==> config.mk <==
export PLATFORM = sky130hd
export DESIGN_NAME = eth_led_ctrl
export DESIGN_NICKNAME = d
export VERILOG_FILES = /design/src/rtl/eth_led_pkg.sv /design/src/rtl/eth_led_prescaler.sv /design/src/rtl/eth_led_stretch.sv /design/src/rtl/eth_led_ctrl.sv
export SDC_FILE = /design/constraint.sdc
export NUM_CORES = 1
export LEC_CHECK = 0
export BUFFER_PORTS_ARGS = -buffer_cell sky130_fd_sc_hd__buf_2
export CORE_AREA = 5 5 89 66
export CTS_BUF_LIST = sky130_fd_sc_hd__clkbuf_8
export DETAILED_ROUTE_END_ITERATION = 12
export DIE_AREA = 0 0 94 71
export SYNTH_ARGS = -nofsm -noshare
export SYNTH_HDL_FRONTEND = slang
export SYNTH_SLANG_ARGS = --single-unit
export TNS_END_PERCENT = 1
==> constraint.sdc <==
create_clock -name clk -period 3.65 [get_ports clk]
set_input_delay 0.365 -clock clk [delete_from_list [all_inputs] [get_ports clk]]
set_output_delay 0.365 -clock clk [all_outputs]
set_load 0.01 [all_outputs]
==> src/rtl/eth_led_pkg.sv <==
package eth_led_pkg;

    // Status inputs gathered into one record
    typedef struct packed {
        logic link_up;
        logic spd_100;
        logic full_dup;
        logic tx_act;
        logic rx_act;
        logic col;
    } phy_status_t;

    // Indicator outputs gathered into one record
    typedef struct packed {
        logic spd10;
        logic spd100;
        logic act;
        logic link;
        logic dupcol;
    } led_vec_t;

    // Stretch sources, one stretcher each
    typedef enum logic [1:0] {
        SRC_RX  = 2'd0,
        SRC_TRX = 2'd1,
        SRC_COL = 2'd2
    } stretch_src_e;

    localparam int NUM_STRETCH = 3;

    // One tick is a quarter of the activity period.
    // Activity period = 4 ticks, collision period = 2 ticks.
    // One extra tick is loaded so that at least a full period stays visible.
    function automatic int stretch_ticks(input int idx);
        if (idx == int'(SRC_COL)) return 3;
        return 5;
    endfunction

    function automatic led_vec_t compose(
        input phy_status_t s,
        input logic        rx_busy,
        input logic        trx_busy,
        input logic        col_busy,
        input logic        wave_slow,
        input logic        wave_fast
    );
        led_vec_t v;
        v.spd10  = ~s.spd_100;
        v.spd100 =  s.spd_100;
        v.act    = s.link_up & rx_busy & ~col_busy & wave_slow;
        v.link   = s.link_up & (trx_busy ? wave_slow : 1'b1);
        v.dupcol = s.link_up & (col_busy ? wave_fast : s.full_dup);
        return v;
    endfunction

endpackage

==> src/rtl/eth_led_prescaler.sv <==
module eth_led_prescaler #(
    parameter int CLK_HZ = 25_000_000,
    parameter int ACT_HZ = 10
) (
    input  logic       clk,
    input  logic       rst,
    output logic       tick,
    output logic [1:0] phase
);
    localparam int TICK_CYC = (CLK_HZ / (4 * ACT_HZ)) > 0 ? CLK_HZ / (4 * ACT_HZ) : 1;
    localparam int CW       = TICK_CYC > 1 ? $clog2(TICK_CYC) : 1;
    localparam logic [CW-1:0] LAST = CW'(TICK_CYC - 1);

    logic [CW-1:0] cnt;

    assign tick = (cnt == LAST);

    always_ff @(posedge clk) begin
        if (rst) begin
            cnt   <= '0;
            phase <= 2'b00;
        end else if (tick) begin
            cnt   <= '0;
            phase <= phase + 2'b01;
        end else begin
            cnt <= cnt + CW'(1);
        end
    end
endmodule

==> src/rtl/eth_led_stretch.sv <==
module eth_led_stretch #(
    parameter int LOAD_TICKS = 5
) (
    input  logic clk,
    input  logic rst,
    input  logic tick,
    input  logic evt,
    output logic busy
);
    localparam int SW = $clog2(LOAD_TICKS + 1);
    localparam logic [SW-1:0] LOAD = SW'(LOAD_TICKS);

    logic [SW-1:0] remain;

    assign busy = evt | (remain != '0);

    always_ff @(posedge clk) begin
        if (rst) begin
            remain <= '0;
        end else if (evt) begin
            remain <= LOAD;
        end else if (tick && remain != '0) begin
            remain <= remain - SW'(1);
        end
    end
endmodule

==> src/rtl/eth_led_ctrl.sv <==
module eth_led_ctrl
    import eth_led_pkg::*;
#(
    parameter int CLK_HZ = 25_000_000,
    parameter int ACT_HZ = 10
) (
    input  logic clk,
    input  logic rst,
    input  logic link_up,
    input  logic spd_100,
    input  logic full_dup,
    input  logic tx_act,
    input  logic rx_act,
    input  logic col,
    output logic led_spd10,
    output logic led_spd100,
    output logic led_act,
    output logic led_link,
    output logic led_dupcol
);
    phy_status_t             st;
    logic                    tick;
    logic [1:0]              phase;
    logic [NUM_STRETCH-1:0]  evt;
    logic [NUM_STRETCH-1:0]  busy;
    led_vec_t                next_led;
    led_vec_t                led_q;

    assign st = '{link_up: link_up, spd_100: spd_100, full_dup: full_dup,
                  tx_act: tx_act, rx_act: rx_act, col: col};

    assign evt[SRC_RX]  = st.rx_act;
    assign evt[SRC_TRX] = st.rx_act | st.tx_act;
    assign evt[SRC_COL] = st.col;

    eth_led_prescaler #(.CLK_HZ(CLK_HZ), .ACT_HZ(ACT_HZ)) u_presc (
        .clk   (clk),
        .rst   (rst),
        .tick  (tick),
        .phase (phase)
    );

    for (genvar i = 0; i < NUM_STRETCH; i++) begin : g_str
        eth_led_stretch #(.LOAD_TICKS(stretch_ticks(i))) u_str (
            .clk  (clk),
            .rst  (rst),
            .tick (tick),
            .evt  (evt[i]),
            .busy (busy[i])
        );
    end

    // The slow wave is phase bit 1 (2 ticks per half period).
    // The fast wave is phase bit 0 (1 tick per half period).
    always_comb begin
        next_led = compose(st, busy[SRC_RX], busy[SRC_TRX], busy[SRC_COL],
                           ~phase[1], ~phase[0]);
    end

    always_ff @(posedge clk) begin
        if (rst) led_q <= '0;
        else     led_q <= next_led;
    end

    assign led_spd10  = led_q.spd10;
    assign led_spd100 = led_q.spd100;
    assign led_act    = led_q.act;
    assign led_link   = led_q.link;
    assign led_dupcol = led_q.dupcol;
endmodule

# [After elaboration in Yosys (flattened, before gate mapping)]
# Cells that the tools add are included.
[op_classes] bitwise_logic=13 div=0 order_cmp=0 n_mux=8 reduce_logical=12 add_sub_neg=5 n_shift=0 eq_ne=1 mul=0
[op_table] op="20-bit by 1-bit adder with 20-bit output (second input constant)" count=1
[op_table] op="20-bit == test (second input constant)" count=1
[op_table] op="3-bit two-way mux" count=4
[op_table] op="2-bit nonzero test" count=4
[op_table] op="3-bit nonzero test" count=2
[op_table] op="2-bit OR reduction" count=3
[op_table] op="3-bit by 1-bit subtractor with 3-bit output (second input constant)" count=2
[op_table] op="1-bit AND" count=5
[op_table] op="2-bit two-way mux" count=2
[op_table] op="1-bit inverter" count=4
[op_table] op="1-bit OR" count=4
[op_table] op="1-bit logical AND" count=3
[op_table] op="2-bit by 1-bit adder with 2-bit output (second input constant)" count=1
[op_table] op="1-bit two-way mux" count=2
[op_table] op="2-bit by 1-bit subtractor with 2-bit output (second input constant)" count=1
[word_totals] latch_bits=0 mem_bits_ro=0 register_bits=35 elab_cells=51 out_inout_bits=5 ramBits=0 n_memories=0

# [Depth between registers and ports, before layout]
# Gate-level depths: netlist of run 1.
[depth] depth_word=5 depth_mapped=6 mapped_depth_nobuf=6

# [By module]
# From an unflattened synthesis of run 1, not the netlist that was laid out.
[hier_totals] cells_unflattened=179 hier_area_um2=1711.6
[modules_own_cells] mod="eth_led_prescaler" area_each_um2=1029.7 cells_per_inst=117 instances=1 seq_area_each_um2=440.4
[modules_own_cells] mod="eth_led_stretch (g_str[0].u_str ...)" area_each_um2=191.4 cells_per_inst=18 instances=2 seq_area_each_um2=60.1
[modules_own_cells] mod="eth_led_ctrl" area_each_um2=177.7 cells_per_inst=13 instances=1 seq_area_each_um2=100.1
[modules_own_cells] mod="eth_led_stretch (g_str[2].u_str)" area_each_um2=121.4 cells_per_inst=13 instances=1 seq_area_each_um2=40.0

# [Least setup slack after synthesis of run 1]
# OpenSTA, ideal clock, no wires.
[synth_path] path_type="reg-to-reg" startpoint="register u_presc.cnt[2]" endpoint="register u_presc.cnt[19]" arrival_ps=1633 path_slack_ps=1947 n_path_buf=2 path_stages_with_launch=7 required_ps=3580 synth_period_minus_slack_ps=1703 cell_sequence="dfxtp_1 > buf_2 > nand3_2 > or3_1 > buf_2 > or4_1 > a21oi_1"
[synth_via] elab_chain_len=2 word_cells_on_any_way=3 classes_between="1 x add/sub; 1 x eq/ne; 1 x reduce/logical"
[synth_rtl] element="from (decl)" line_no="eth_led_prescaler.sv:14" text="logic [CW-1:0] cnt;"
[synth_rtl] element="from (signal assigned)" line_no="eth_led_prescaler.sv:26" text="cnt <= cnt + CW'(1);"
[synth_rtl] element="parallel branches: the longest is 2 deep, another holds 20-bit by 1-bit adder with 20-bit output"
# Parallel ways; which one is timed is not known.
# A chain may end at the register's enable or synchronous reset.

# [Worst setup path in the final report of run 1]
[layout_path] startpoint="register u_presc.cnt[7]" endpoint="register u_presc.cnt[10]"
# The elaborated chain is that of the path after synthesis.

==> results.sh, run 1 <==
export IMPL_status="finished, final reports clean"
export IMPL_finalNonFillerCells=274
export IMPL_start_util_pct=33.1
export IMPL_min_period_over_period_pct=57.9
export IMPL_synth_edff_count=0
export IMPL_htreeDepth=2
export IMPL_n_antenna_cell=0
export IMPL_hold_viol=0
export IMPL_async_reset_ff_share_pct=0
export IMPL_post_drt_wl_per_cell_um=11.8
export IMPL_whs_path_depth=2
export IMPL_io_pins=13
export IMPL_cts_repair_resized=0
export IMPL_slew_headroom_pct=46.9
export IMPL_dpl_instance_area_um2=1780
export IMPL_drc=0
export IMPL_arrival_ns=2.25
export IMPL_dp_hpwl_um=2400
export IMPL_fmax_ghz=0.473
export IMPL_maxCapViolCount=0
export IMPL_max_stage_delay_ns=0.74
export IMPL_ys_ff_latch=35
export IMPL_dieArea_um2=6670
export IMPL_synth_flop_cell="dfxtp_1"
export IMPL_fillers=533
export IMPL_ys_warnings_count=0
export IMPL_root_buffer="clkbuf_8"
export IMPL_crit_slowest_cell="o21bai_2"
export IMPL_vias=1342
export IMPL_period_minus_slack_ns=2.11
export IMPL_synthTopCellsByArea="dfxtp_1 (42%), nor2_1 (5.4%), ha_1 (4.5%), xnor2_1 (3.7%), xor2_1 (3.7%)"
export IMPL_holdPathEnd="led_spd10"
export IMPL_r2r_cells=4
export IMPL_cp_max_fo=19
export IMPL_first_global_vias=1260
export IMPL_synth_nets=202
export IMPL_r2r_start="u_presc.cnt[7]"
export IMPL_syn_area_per_cell_um2=8.83
export IMPL_p_leak_nw=0.656
export IMPL_rsz0062_at_grt="no"
export IMPL_skew_ns=0.00770
export IMPL_tightest_slew_ns=0.796
export IMPL_crit_type="flop to flop"
export IMPL_final_nets=215
export IMPL_synth_cells=188
export IMPL_area_growth_pct=13.7
export IMPL_r2r_end="u_presc.cnt[10]"
export IMPL_setup_violations=0
export IMPL_synth_common_cells="dfxtp_1 (35), nor2_1 (24), inv_1 (12), nand2_1 (9), nand4_1 (8)"
export IMPL_slew_violations=0
export IMPL_hold_path_class="primary input to flop"
export IMPL_syn_area_um2=1660
export IMPL_gp_congestion=0.799
export IMPL_synth_distinct_cells=37
export IMPL_first_pass_iters=5
export IMPL_path_clk_slew_ns=0.07
export IMPL_synth_top_area_share_pct=42.2
export IMPL_cts_path_max_buffers=2
export IMPL_worstHoldStart="spd_100"
export IMPL_drive_gt1_share_pct=12.9
export IMPL_fin_tns_setup_ns=0
export IMPL_grt_antenna_before_repair=0
export IMPL_final_cell_area_um2=1890
export IMPL_ant_nets=0
export IMPL_cts_made_buffers=5
export IMPL_synth_most_common_cell="dfxtp_1"
export IMPL_crit_family="simple AND/OR/NAND/NOR gates"
export IMPL_grt_max_degree=20
export IMPL_track_usage_pct=10.5
export IMPL_die_x_um=94
export IMPL_endpoint_kind="flop"
export IMPL_coreArea_um2=5010
export IMPL_num_rows=22
export IMPL_grt_ovfl_total=0
export IMPL_cts_hold_fix_buffers=0
export IMPL_die_h_um=71
export IMPL_io_buffers=12
export IMPL_worstSkewPairLatency_ns=0.28
export IMPL_start_kind="flop"
export IMPL_cts_setup_buffers=0
export IMPL_power_density_nw_per_um2=399
export IMPL_yosysSeqAreaShare_pct=42.2
export IMPL_vdd_drop_max_v=0.000120
export IMPL_grt_pass1_wl_um=5710
export IMPL_worstPathRequired_ns=3.79
export IMPL_drt_initial_drc_count=38
export IMPL_clock_sinks=35
export IMPL_tritoncts="yes"
export IMPL_placed_cells=266
export IMPL_via_per_inst=4.90
export IMPL_path_buf_inv=0
export IMPL_postRouteWirelength_um=3230
export IMPL_crit_chain="nor4b_1 -> nand4_1 -> o21bai_2 -> nor2_1"
export IMPL_synth_top_area_cell="dfxtp_1"
export IMPL_reg2reg_slack_ns=1.54
cell usage in the layout, fill, tap and decap left out, types with 2 or more instances in the layout:
cell / synthesis / final
a2111oi_0: 2 / 2
a211oi_1: 5 / 5
a21oi_1: 7 / 7
a31oi_1: 3 / 3
and4_1: 5 / 5
buf_2: 3 / 12
clkbuf_8: 0 / 7
dfxtp_1: 35 / 35
ha_1: 6 / 6
inv_1: 12 / 12
nand2_1: 9 / 9
nand2b_1: 2 / 2
nand3_1: 7 / 7
nand4_1: 8 / 8
nor2_1: 24 / 24
nor2b_1: 2 / 2
nor3_1: 5 / 5
nor4_1: 5 / 5
o21ai_0: 2 / 2
o311a_1: 2 / 2
o31ai_1: 6 / 6
or3_1: 4 / 4
or4_1: 5 / 5
xnor2_1: 7 / 7
xor2_1: 7 / 7
cells by family after synthesis:
logic type                 count (synthesis)  synth area share (%)
and+or+nand+nor                           84                  28.3
DFF                                       35                  42.2
AOI/OAI and AO/OA                         31                  13.3
buffers and inverters                     18                  4.29
xor gates and xnor gates                  14                  7.39
adders and majority gates                  6                  4.52
report_power, final:
part           internal [W]  total (W)  switching (W)
Sequential         0.000393   0.000399     0.00000655
Clock              0.000172   0.000304       0.000133
Combinational     0.0000205  0.0000492      0.0000286
sequential cells by signal, summed over array words and instances, names as in the netlist:
register	flops
g_str.u_str.remain	8
led_act	1
led_dupcol	1
led_link	1
led_spd10	1
led_spd100	1
u_presc.cnt	20
u_presc.phase	2
metal layers:
layer,vias to the layer above,part of all wire [%],track usage (%)
li1,713,-,-
met3,4,3.5,3.61
met5,-,0,0
met4,0,0.65,2.88
met2,13,39,14.9
met1,612,56,15.1
how the worst max path moves through the flow:
stage	start	cells after the start	slack [ns]	end
3_5_place_dp	u_presc.cnt[7]	4	1.50	u_presc.cnt[13]
2_1_floorplan	u_presc.cnt[2]	6	1.95	u_presc.cnt[19]
3_3_place_gp	u_presc.cnt[7]	4	1.54	u_presc.cnt[4]
5_1_grt	u_presc.cnt[7]	4	1.19	u_presc.cnt[5]
4_1_cts	u_presc.cnt[7]	4	1.48	u_presc.cnt[13]
6_report	u_presc.cnt[7]	4	1.54	u_presc.cnt[10]
area by class of cell:
class	count	area, um2	share of cell area (%)
Clock buffer	7	96.3	5.10
Clock inverter	1	7.51	0.398
Inverter	12	45.0	2.39
Multi-Input combinational cell	135	888	47.1
Sequential cell	35	701	37.1
Tap cell	72	90.1	4.77
Timing Repair Buffer	12	60.1	3.18
metrics by stage:
stage	setup WS (ns)	hold WS, ns	power [W]	utilization, %
after floorplan	1.95	0.429	0.000442	-
after global placement	1.54	0.450	0.000456	35.6
after detailed placement	1.50	0.458	0.000458	35.6
after CTS	1.48	0.235	0.000769	37.7
after global routing	1.19	0.228	0.000792	37.7
final	1.54	0.243	0.000753	37.7
No activity file was read; power rests on OpenSTA's default activity.
==> run 2: changes to the inputs <==
==> constraint.sdc (replaced) <==
create_clock -name clk -period 2.1 [get_ports clk]
set_input_delay 0.21 -clock clk [delete_from_list [all_inputs] [get_ports clk]]
set_output_delay 0.21 -clock clk [all_outputs]
set_load 0.01 [all_outputs]
==> run 2 against run 1 <==
Against the previous run: core utilization up 0.52 points; non-clock buffer count up 4; count of clock-buffer cells in the layout unchanged; register-to-register slack worse by 1.3 ns; critical path type unchanged; via count up 0.52%; die area unchanged.
==> results.sh, run 2 (synthesis gave the netlist of run 1 again) <==
export IMPL_status="finished, final reports clean"
export IMPL_dp_slack_ns=0.249
export IMPL_first_global_vias=1188
export IMPL_reg_top3="u_presc.cnt x20, g_str.u_str.remain x8, u_presc.phase x2"
export IMPL_track_usage_pct=10.6
export IMPL_fin_tns_setup_ns=0
export IMPL_drt_initial_drc_count=36
export IMPL_vdd_drop_max_v=0.000238
export IMPL_drive_gt1_share_pct=14.1
export IMPL_reg2reg_slack_ns=0.22
export IMPL_tightest_slew_ns=0.411
export IMPL_root_buffer="clkbuf_8"
export IMPL_start_util_pct=33.1
export IMPL_largest_register_ffs=20
export IMPL_area_growth_pct=15.3
export IMPL_cts_repair_resized=0
export IMPL_gp_congestion=0.818
export IMPL_hold_viol=0
export IMPL_slew_violations=0
export IMPL_grt_met1_usage_pct=15.0
export IMPL_via_per_inst=4.85
export IMPL_skew_ns=0.00373
export IMPL_final_nets=219
export IMPL_top_usage_layer="met1"
export IMPL_r2r_end="g_str[1].u_str.remain[2]"
export IMPL_hold_path_class="primary input to flop"
export IMPL_grt_ovfl_total=0
export IMPL_arrival_ns=2.10
export IMPL_use_met2_pct=14.1
export IMPL_fmax_ghz=0.531
export IMPL_gr_usage_met3_pct=3.93
export IMPL_cts_hold_fix_buffers=0
export IMPL_clock_sinks=35
export IMPL_worstSetupEndpoint="g_str[1].u_str.remain[2]"
export IMPL_power_density_nw_per_um2=680
export IMPL_worstSetupStartpoint="u_presc.cnt[7]"
export IMPL_drc=0
export IMPL_num_rows=22
export IMPL_mostFrequentLayoutCells="dfxtp_1 (35), nor2_1 (24), inv_1 (13), buf_2 (12), nand2_1 (9)"
export IMPL_final_common_cell="dfxtp_1"
export IMPL_regMostFlops="u_presc.cnt"
export IMPL_setup_violations=0
export IMPL_die_x_um=94
export IMPL_ant_nets=0
export IMPL_io_pins=13
export IMPL_cts_made_buffers=5
export IMPL_rsz0062_at_grt="no"
export IMPL_worstSkewPairLatency_ns=0.28
export IMPL_crit_type="flop to flop"
export IMPL_grt_pass1_wl_um=5580
export IMPL_min_period_over_period_pct=89.6
export IMPL_die_h_um=71
export IMPL_slew_headroom_pct=72.4
export IMPL_coreArea_um2=5010
export IMPL_dp_hpwl_um=2370
export IMPL_worstPathRequired_ns=2.31
export IMPL_grt_antenna_before_repair=0
export IMPL_first_pass_iters=4
export IMPL_htreeDepth=2
export IMPL_dieArea_um2=6670
export IMPL_postRouteWirelength_um=3150
export IMPL_path_clk_slew_ns=0.06
export IMPL_endpoint_kind="flop"
export IMPL_io_buffers=12
export IMPL_fin_hold_ws_ns=0.0824
export IMPL_cp_max_fo=8
export IMPL_period_minus_slack_ns=1.88
export IMPL_r2r_start="u_presc.cnt[7]"
export IMPL_cts_path_max_buffers=2
export IMPL_r2r_cells=4
export IMPL_p_leak_nw=0.682
export IMPL_start_kind="flop"
export IMPL_vias=1349
export IMPL_n_antenna_cell=0
export IMPL_grt_max_degree=17
export IMPL_setup_ws_ns=0.218
export IMPL_maxCapViolCount=0
export IMPL_tritoncts="yes"
export IMPL_cts_setup_buffers=0
export IMPL_post_drt_wl_per_cell_um=11.3
[run 2: cell types whose count changed in the layout (fill, tap and decap cells not counted)]
cell	before	now
inv_1	12	13
clkinvlp_4	1	0
buf_4	0	4
[run 2: power by group]
group / switching (W) / internal [W]
Clock: 0.000225 / 0.000294
Combinational: 0.0000505 / 0.0000389
Sequential: 0.00000947 / 0.000683
Total: 0.000285 / 0.00102
[run 2: worst max-delay path, stage by stage, from the launching register on]
cell     delay [ns]
dfxtp_1        0.36
nor4b_1        0.39
nand4_1        0.35
or4_1          0.55
a31oi_1        0.16
[run 2: stage by stage]
step	utilization, %	area, um2	cells	total power (W)
finish	38.2	1910	278	0.00130
global route	38.2	1910	278	0.00138
CTS	38.2	1910	278	0.00133
detailed placement	36.2	1810	270	0.000798
global placement	36.2	1810	270	0.000798
floorplan	-	1660	188	0.000768
[run 2: routing by layer]
metal	wire, um	up-vias
li1	-	720
met1	1720	604
met2	1230	20
met3	147	5
met4	48	0
met5	0	-
[run 2: area by class of cell]
class / count / area, um2
well taps: 72 / 90.1
clock buffers: 7 / 96.3
inverters: 12 / 45.0
flip-flops and latches: 35 / 701
multi-input cells: 135 / 888
clock inverters: 1 / 3.75
fillers: 523 / 3100
repair buffers: 16 / 90.1
[run 2: how the worst min path moves through the flow]
| stage | from | endpoint | cells after the start |
|---|---|---|---|
| floorplan | spd_100 | led_spd10 | 1 |
| global placement | spd_100 | led_spd10 | 2 |
| detailed placement | spd_100 | led_spd10 | 2 |
| CTS | spd_100 | led_spd10 | 2 |
| global route | spd_100 | led_spd10 | 2 |
| finish | spd_100 | led_spd10 | 2 |
==> run 3: changes to the inputs <==
--- a/config.mk
+++ b/config.mk
@@ -10,6 +10,8 @@
 export CTS_BUF_LIST = sky130_fd_sc_hd__clkbuf_8
 export DETAILED_ROUTE_END_ITERATION = 12
 export DIE_AREA = 0 0 94 71
+export GPL_ROUTABILITY_DRIVEN = 0
+export RECOVER_POWER = 100
 export SYNTH_ARGS = -nofsm -noshare
 export SYNTH_HDL_FRONTEND = slang
 export SYNTH_SLANG_ARGS = --single-unit
==> run 3 against run 2 <==
Against the previous run: core utilization down 0.22 points; global-route usage is the same; critical path depth did not move; non-clock buffer count is the same; largest power group unchanged; first-iteration DRC count is 2.8% lower; via count rose by 1.2%; critical endpoint unchanged; maximum frequency grew 0.64%; clock power is essentially flat; design area shrank 0.59%; largest cell class unchanged; sequential share of layout area rose by 0.22 points; highest routed layer unchanged.
==> results.sh, run 3 (synthesis gave the netlist of run 1 again) <==
export IMPL_period_minus_slack_ns=1.87
export IMPL_cts_path_max_buffers=2
export IMPL_grt_antenna_before_repair=0
export IMPL_n_antenna_cell=0
export IMPL_drt_initial_drc_count=35
export IMPL_crit_type="flop to flop"
export IMPL_die_h_um=71
export IMPL_endpoint_kind="flop"
export IMPL_io_buffers=12
export IMPL_htreeDepth=2
export IMPL_r2r_start="u_presc.cnt[9]"
export IMPL_largest_register_ffs=20
export IMPL_hold_viol=0
export IMPL_worstSkewPairLatency_ns=0.28
export IMPL_cts_repair_resized=0
export IMPL_vdd_drop_max_v=0.000239
export IMPL_maxCapViolCount=0
export IMPL_mostFrequentLayoutCells="dfxtp_1 (35), nor2_1 (24), inv_1 (13), nand2_1 (9), nand4_1 (8)"
export IMPL_drive_gt1_share_pct=11.7
export IMPL_tritoncts="yes"
export IMPL_first_global_vias=1188
export IMPL_path_clk_slew_ns=0.06
export IMPL_grt_max_degree=17
export IMPL_reg2reg_slack_ns=0.23
export IMPL_worstSetupStartpoint="u_presc.cnt[9]"
export IMPL_clock_sinks=35
export IMPL_ant_nets=0
export IMPL_grt_ovfl_total=0
export IMPL_cts_setup_buffers=0
export IMPL_cp_max_fo=8
export IMPL_fin_tns_setup_ns=0
export IMPL_vias=1365
export IMPL_dp_hpwl_um=2370
export IMPL_cts_hold_fix_buffers=0
export IMPL_dp_slack_ns=0.249
export IMPL_area_growth_pct=14.6
export IMPL_regMostFlops="u_presc.cnt"
export IMPL_final_cell_area_um2=1900
export IMPL_dieArea_um2=6670
export IMPL_status="finished, final reports clean"
export IMPL_min_period_over_period_pct=89.1
export IMPL_skew_ns=0.00378
export IMPL_track_usage_pct=10.6
export IMPL_drc=0
export IMPL_dpl_instance_area_um2=1810
export IMPL_r2r_end="g_str[1].u_str.remain[2]"
export IMPL_p_total_w=0.00130
export IMPL_setup_ws_ns=0.230
export IMPL_final_common_cell="dfxtp_1"
export IMPL_die_x_um=94
export IMPL_setup_violations=0
export IMPL_cts_made_buffers=5
export IMPL_rsz0062_at_grt="no"
export IMPL_slew_headroom_pct=72.5
export IMPL_root_buffer="clkbuf_8"
export IMPL_post_drt_wl_per_cell_um=11.4
export IMPL_worstSetupEndpoint="g_str[1].u_str.remain[2]"
export IMPL_grt_pass1_wl_um=5580
export IMPL_slew_violations=0
export IMPL_p_leak_nw=0.661
export IMPL_r2r_cells=4
export IMPL_hold_path_class="primary input to flop"
export IMPL_via_per_inst=4.91
export IMPL_start_kind="flop"
export IMPL_final_nets=219
export IMPL_first_pass_iters=4
export IMPL_tightest_slew_ns=0.409
export IMPL_reg_top3="u_presc.cnt x20, g_str.u_str.remain x8, u_presc.phase x2"
export IMPL_fmax_ghz=0.535
export IMPL_num_rows=22
export IMPL_arrival_ns=2.08
export IMPL_io_pins=13
export IMPL_worstPathRequired_ns=2.31
export IMPL_postRouteWirelength_um=3170
export IMPL_power_density_nw_per_um2=683
export IMPL_start_util_pct=33.1
export IMPL_coreArea_um2=5010
-- run 3: worst min path at each step --
stage | cells after the start | startpoint | slack (ns) | to
2_1_floorplan | 1 | spd_100 | 0.28 | led_spd10
3_3_place_gp | 2 | spd_100 | 0.38 | led_spd10
3_5_place_dp | 2 | spd_100 | 0.38 | led_spd10
4_1_cts | 2 | spd_100 | 0.07 | led_spd10
5_1_grt | 2 | spd_100 | 0.06 | led_spd10
6_report | 2 | spd_100 | 0.08 | led_spd10
-- run 3: layout make-up --
cell class	count	area (um2)
Clock buffer	7	96.3
Clock inverter	1	3.75
Fill cell	527	3110
Inverter	12	45.0
Multi-Input combinational cell	135	888
Sequential cell	35	701
Tap cell	72	90.1
Timing Repair Buffer	16	78.8
-- run 3: worst max-delay path: stages, from the launching register on --
cell and delay [ns]:
dfxtp_1 0.37, nor4_1 0.38, nand4_1 0.35, or4_1 0.55
a31oi_1 0.16
-- run 3: stage by stage --
| step | instances | hold WS [ns] | utilization (%) |
|---|---|---|---|
| 3_3_place_gp | 270 | 0.383 | 36.2 |
| 5_1_grt | 278 | 0.0612 | 38.0 |
| 4_1_cts | 278 | 0.0693 | 38.2 |
| 2_1_floorplan | 188 | 0.282 | - |
| 6_report | 278 | 0.0828 | 38.0 |
| 3_5_place_dp | 270 | 0.380 | 36.2 |
-- run 3: report_power, final --
part	switching (W)	internal, W	leakage, nW
clock network	0.000225	0.000294	0.0557
registers	0.00000970	0.000683	0.286
logic	0.0000505	0.0000364	0.319
-- run 3: layer usage --
layer | up-vias | global-route usage (%) | share of wire, %
met5 | - | 0 | 0
met1 | 622 | 15.0 | 55
met4 | 0 | 4.81 | 1.5
met2 | 15 | 14.1 | 39
li1 | 723 | - | -
met3 | 5 | 3.93 | 3.9
